[config.mk]
export PLATFORM = sky130hd
export DESIGN_NAME = alrt_status_top
export DESIGN_NICKNAME = d
export VERILOG_FILES = /design/src/rtl/alrt_pkg.sv /design/src/rtl/alrt_stat_cell.sv /design/src/rtl/alrt_pin_latch.sv /design/src/rtl/alrt_status_top.sv
export SDC_FILE = /design/constraint.sdc
export NUM_CORES = 1
export LEC_CHECK = 0
export ABC_AREA = 0
export BUFFER_PORTS_ARGS = -buffer_cell sky130_fd_sc_hd__buf_2
export CELL_PAD_IN_SITES_DETAIL_PLACEMENT = 1
export CELL_PAD_IN_SITES_GLOBAL_PLACEMENT = 1
export CORE_MARGIN = 2
export CORE_UTILIZATION = 25
export CTS_BUF_LIST = sky130_fd_sc_hd__clkbuf_16
export DETAILED_ROUTE_END_ITERATION = 8
export GPL_ROUTABILITY_DRIVEN = 0
export PLACE_DENSITY = 0.74
export SYNTH_ARGS = -nofsm -noshare
export SYNTH_HDL_FRONTEND = slang
export SYNTH_SLANG_ARGS = --single-unit
[constraint.sdc]
create_clock -name clk -period 1.7 [get_ports clk]
set_input_delay 0.34 -clock clk [delete_from_list [all_inputs] [get_ports clk]]
set_output_delay 0.34 -clock clk [all_outputs]
set_load 0.02 [all_outputs]
[src/rtl/alrt_pkg.sv]
package alrt_pkg;
  localparam int CH_COUNT  = 7;
  localparam int LOCAL_BIT = 6;

  // Reduces a status word through its mask: 1 when any unmasked bit is set
  function automatic logic any_open(input logic [CH_COUNT-1:0] bits,
                                    input logic [CH_COUNT-1:0] msk);
    return |(bits & ~msk);
  endfunction
endpackage

[src/rtl/alrt_stat_cell.sv]
module alrt_stat_cell (
  input  logic clk,
  input  logic rst,
  input  logic conv_done,
  input  logic flag,
  input  logic rd_clr,
  output logic set_evt,
  output logic q_nx,
  output logic q
);
  assign set_evt = conv_done & flag;

  always_comb begin
    q_nx = q;
    if (rd_clr)  q_nx = 1'b0;
    if (set_evt) q_nx = 1'b1;   // set has priority over read-clear
  end

  always_ff @(posedge clk) begin
    if (rst) q <= 1'b0;
    else     q <= q_nx;
  end


  cell_set_chk: assert property (@(posedge clk) disable iff (rst)
    (conv_done && flag) |=> q);


  cell_rdclr_chk: assert property (@(posedge clk) disable iff (rst)
    (rd_clr && !(conv_done && flag)) |=> !q);


  cell_hold_chk: assert property (@(posedge clk) disable iff (rst)
    (!rd_clr && !(conv_done && flag)) |=> $stable(q));
endmodule

[src/rtl/alrt_pin_latch.sv]
module alrt_pin_latch #(
  parameter int NCH = alrt_pkg::CH_COUNT
) (
  input  logic           clk,
  input  logic           rst,
  input  logic [NCH-1:0] set_evt,
  input  logic [NCH-1:0] stat_nx,
  input  logic [NCH-1:0] irq_mask,
  input  logic           stat_rd,
  input  logic           ara_clr,
  output logic           alert_n
);
  logic armed_q, armed_nx, fresh;

  assign fresh = alrt_pkg::any_open(set_evt, irq_mask);

  always_comb begin
    armed_nx = armed_q;
    if (stat_rd || ara_clr) armed_nx = 1'b0;
    if (fresh)              armed_nx = 1'b1;
  end

  always_ff @(posedge clk) begin
    if (rst) begin
      armed_q <= 1'b0;
      alert_n <= 1'b1;
    end else begin
      armed_q <= armed_nx;
      alert_n <= ~(armed_nx & alrt_pkg::any_open(stat_nx, irq_mask));
    end
  end


  pin_assert_chk: assert property (@(posedge clk) disable iff (rst)
    (|(set_evt & ~irq_mask)) |=> !alert_n);


  ara_release_chk: assert property (@(posedge clk) disable iff (rst)
    (ara_clr && !(|(set_evt & ~irq_mask))) |=> alert_n);


  rd_release_chk: assert property (@(posedge clk) disable iff (rst)
    (stat_rd && !(|(set_evt & ~irq_mask))) |=> alert_n);
endmodule

[src/rtl/alrt_status_top.sv]
module alrt_status_top #(
  parameter int NCH = alrt_pkg::CH_COUNT
) (
  input  logic           clk,
  input  logic           rst,
  input  logic           conv_done,
  input  logic [NCH-1:0] over_flag,
  input  logic           stat_rd,
  input  logic           ara_clr,
  input  logic [NCH-1:0] irq_mask,
  output logic [NCH-1:0] status,
  output logic           alert_n
);
  logic [NCH-1:0] set_evt, stat_nx;

  for (genvar c = 0; c < NCH; c++) begin : g_cell
    alrt_stat_cell u_cell (
      .clk      (clk),
      .rst      (rst),
      .conv_done(conv_done),
      .flag     (over_flag[c]),
      .rd_clr   (stat_rd),
      .set_evt  (set_evt[c]),
      .q_nx     (stat_nx[c]),
      .q        (status[c])
    );
  end

  alrt_pin_latch #(.NCH(NCH)) u_pin (
    .clk     (clk),
    .rst     (rst),
    .set_evt (set_evt),
    .stat_nx (stat_nx),
    .irq_mask(irq_mask),
    .stat_rd (stat_rd),
    .ara_clr (ara_clr),
    .alert_n (alert_n)
  );


  pin_needs_status_chk: assert property (@(posedge clk) disable iff (rst)
    !alert_n |-> (status != '0));


  ara_keeps_status_chk: assert property (@(posedge clk) disable iff (rst)
    (ara_clr && !stat_rd && !conv_done) |=> $stable(status));
endmodule

Word level (Yosys, flattened, before mapping)
Cells that the tools add are included.

operators by class
  $add $sub $neg = 0
  multiply operators = 0
  div/mod/pow operators = 0
  order comparisons = 0
  equal/unequal tests = 0
  shifts and indexed selects = 0
  mux-type cells = 16
  bitwise operators = 12
  reductions and logical operators = 3

operators by type and width
  operator            number
  2-to-1 mux 1 bit    16
  bitwise AND 7 bit   2
  OR reduction 7 bit  2
  bitwise AND 1 bit   8
  inverter 7 bit      1
  logical OR 1 bit    1
  inverter 1 bit      1

storage, ports and cells
  register bits after elaboration = 9
  latch bits = 0
  memory bits (writable) = 0
  ROM bits = 0
  input port bits = 19
  memories kept = 0

Logic depth before layout (Yosys ltp)
  depth after elaboration = 6
  mapped depth = 5
  depth with buffers taken out = 5

Hierarchy
A second synthesis with hierarchy kept.

second synthesis, totals
  cell total of the unflattened synthesis = 63
  area total of the unflattened synthesis = 533.0 um^2

by module, submodules not included
  module          times used  cells an instance  area an instance (um^2)  seq. area each (um^2)
  alrt_stat_cell  7           6                  53.8                     20.0
  alrt_pin_latch  1           21                 156.4                    40.0

Worst setup path after synthesis
No wires, ideal clock.

  path type = input-to-reg
  start = input conv_done
  end = register u_pin.alert_n
  setup time = 0.087 ns
  arrival = 1.015 ns
  data required time = 1.613 ns
  setup slack = 0.598 ns
  stages = 5
  buffers on the path = 1
  cell sequence = buf_6 > a22oi_4 > o22a_1 > o21ai_1 > o31ai_1

between the ends
  word-level cells in the longest chain between the ends = 6

ends and longest elaborated chain
  what                                                            RTL line                             source
  start, declared                                                 alrt_status_top.sv:6                 input logic conv_done,
  bitwise AND 1 bit                                               alrt_stat_cell.sv:11                 assign set_evt = conv_done & flag;
  bitwise AND 7 bit / 2-to-1 mux 1 bit (equally long branches)    alrt_pkg.sv:8, alrt_stat_cell.sv:16
  OR reduction 7 bit / bitwise AND 7 bit (equally long branches)  alrt_pkg.sv:8                        return |(bits & ~msk);
  2-to-1 mux 1 bit / OR reduction 7 bit (equally long branches)   alrt_pin_latch.sv:20, alrt_pkg.sv:8
  bitwise AND 1 bit *                                             alrt_pin_latch.sv:29                 alert_n <= ~(armed_nx & alrt_pkg::any_open(stat_nx, irq_mask));
  inverter 1 bit *                                                alrt_pin_latch.sv:29
  end signal, assigned                                            alrt_pin_latch.sv:29
  end, declared                                                   alrt_pin_latch.sv:11                 output logic alert_n

Mark *: on every way between the ends. The rest lies on a longest branch, timed or not.
A chain may end at the register's enable or synchronous reset.

Worst setup path after layout
  start = register g_cell[3].u_cell.q
  end = output status[3]

RTL lines
  what                    RTL line               source
  start, declared         alrt_stat_cell.sv:9    output logic q
  start signal, assigned  alrt_stat_cell.sv:21   else q <= q_nx;
  end, declared           alrt_status_top.sv:11  output logic [NCH-1:0] status,

No word-level cell between the ends.

==> flow_summary.yaml <==
route:
  ant_nets: 0
  wl_per_cell_um: 12.7
  dr.pass1.iters: 4
  routed_wl_mm: 1.25
  avgViaCountPerCell: 4.46
  drt_iter0_drc: 10
  drc: 0
  num_vias: 437
timing:
  maxSlewHeadroom_pct: 69.9
  tightest_slew_ps: 446
  rsz0062_at_grt: "false"
  period_minus_slack_ps: 1130
  setup_viol: 0
  hold_viol: 0
  tns_ps: 0
  skew_ps: 2.80
  max_freq_mhz: 886
  slew_viol_final: 0
  period_share_pct: 66.4
  setup_ws_ps: 571
synth:
  synth.avg_cell_area_um2: 8.81
  yosysTopAreaCell: "dfxtp_1"
  ys_ff_latch: 9
  netlist_instances: 52
  syn_nets: 71
  synth_warnings: 0
  syn_area_um2: 458
  ys_types: 18
  ys_seq_area_share_pct: 39.3
  synth_top_area_share_pct: 39.3
  synth_area_leaders: "dfxtp_1 39%, buf_4 11%, a22oi_1 8.2%"
  synth-edff-count: 0
  synth_top_flop_cell: "dfxtp_1"
  synth_async_sr_flop_share_pct: 0
  synth_most_common_cell: "dfxtp_1"
  synthTopCellsByCount: "9 x dfxtp_1, 8 x inv_1, 7 x buf_4, 7 x nor2_1, 5 x a22oi_1"
critical_path:
  required_ps: 1360
  crit_fanout: 2
  cp_cell_sequence: "buf_2"
  cp_slowest_cell: "dfxtp_1"
  critical-path-max-stage-delay_ps: 370
  cp.depth: 1
  crit_buf_inv: 1
  endpoint_kind: "output port"
  critical_path_arrival_ps: 790
  r2r_cells: 4
  cp-start-kind: "register"
  critPathKind: "reg -> out"
  cp_top_family: "flip-flops"
floorplanning:
  io_pins: 27
  row_count: 15
  dieArea_mm2: 0.00219
  core_area_mm2: 0.00173
  die_h_um: 46.8
  initial_core_util_pct: 26.5
  dieWidth_um: 46.8
clock_network:
  cts_tree: "built"
  h-tree-depth: 1
  cts-resized-gates: 0
  clk_pin_slew_worst_paths_ps: 40
  cts_root_buf: "clkbuf_16"
  cts_inserted_buffers: 3
  cts_buffer_depth: 2
  cts_post_setup_buffers_inserted: 0
  holdBufCountCts: 0
  insertion_delay_ps: 230
  cts.sinks: 9
grt:
  grt_max_degree: 10
  grtUsageTotal_pct: 12.8
  overflow: 0
  antenna_found_initial: 0
  grt_pass1_wl_mm: 1.84
  grt_pass1_vias: 420
final_layout:
  seq_area_um2: 180
  diodes: 0
  syn_to_final_growth_pct: 37.7
  nFillCells: 233
  fin_cells: 98
  multi_input_area_um2: 176
  final_core_util_pct: 36.5
  stdcell_area_um2: 631
  drive_above_1_share_pct: 43.8
  nets: 93
outcome:
  outcome: "finished clean"
power_and_ir_drop:
  p_leak_uw: 0.000338
  p_per_area_mw_per_mm2: 1170
  vdd_ir_drop_max_v: 0.000409
place:
  place_hpwl_um: 963
  dp_slack_ps: 397
  portBuffers: 26
  dpl-instance-area_um2: 552
  place_inst: 94
min_path:
  hold_depth: 2
  hp-class: "in -> reg"
flow_run:
  drv_cap: 0
-- worst paths after layout --
path                                       from                        to  slack [ps]
hold / removal                          ara_clr  u_pin.armed_q$_SDFF_PP0_         360
setup reg to reg  g_cell[2].u_cell.q$_SDFF_PP0_  u_pin.alert_n$_SDFF_PP1_         590
hold reg to reg        u_pin.armed_q$_SDFF_PP0_  u_pin.armed_q$_SDFF_PP0_         510
setup / recovery  g_cell[3].u_cell.q$_SDFF_PP0_                 status[3]         570
-- layer usage --
| layer | wire length, um | share of wire [%] | track usage, % | vias to the layer above |
|---|---|---|---|---|
| li1 | - | - | - | 218 |
| met1 | 530 | 42 | 15.5 | 197 |
| met2 | 592 | 47 | 20.0 | 18 |
| met3 | 110 | 8.8 | 5.77 | 4 |
| met4 | 17 | 1.4 | 5.00 | 0 |
| met5 | 0 | 0 | 0 | - |
-- cell families after synthesis --
logic type	count (synthesis)	synth area share [%]
simple gates	8	7.11
buf+inv	18	22.1
flops	9	39.3
compound gates	17	31.4
-- layout make-up --
class | instances | share of cell area [%]
flip-flops and latches | 9 | 28.6
multi-input cells | 25 | 28.0
repair buffers | 26 | 20.6
clock buffers | 3 | 11.9
inverters | 9 | 5.36
well taps | 25 | 4.96
clock inverters | 1 | 0.595
-- placed cells by master, fill, tap and decap left out --
cell / count
buf_2: 26
inv_1: 9
dfxtp_1: 9
nor2_1: 7
a22oi_1: 5
o22ai_1: 4
clkbuf_16: 3
inv_2: 1
nand2b_1: 1
o221ai_1: 1
o311ai_1: 1
o41ai_1: 1
a22oi_4: 1
a22oi_2: 1
o22a_1: 1
o21ai_1: 1
o31ai_1: 1
-- report_power, final --
part | switching [uW] | internal, uW | total [uW]
Clock | 99.6 | 307 | 407
Combinational | 58.5 | 43.5 | 102
Sequential | 5.80 | 225 | 231
Total | 164 | 576 | 740
-- flip-flops by register name, summed over array words and instances (netlist names) --
register,flops
u_pin.armed_q,1
g_cell.u_cell.q,7
u_pin.alert_n,1
-- metrics by stage --
step	power, uW	hold slack (ps)
2_1_floorplan	304	444
3_3_place_gp	334	454
3_5_place_dp	336	504
4_1_cts	750	362
5_1_grt	777	373
6_report	740	357
(Power assumes the default switching activity.)
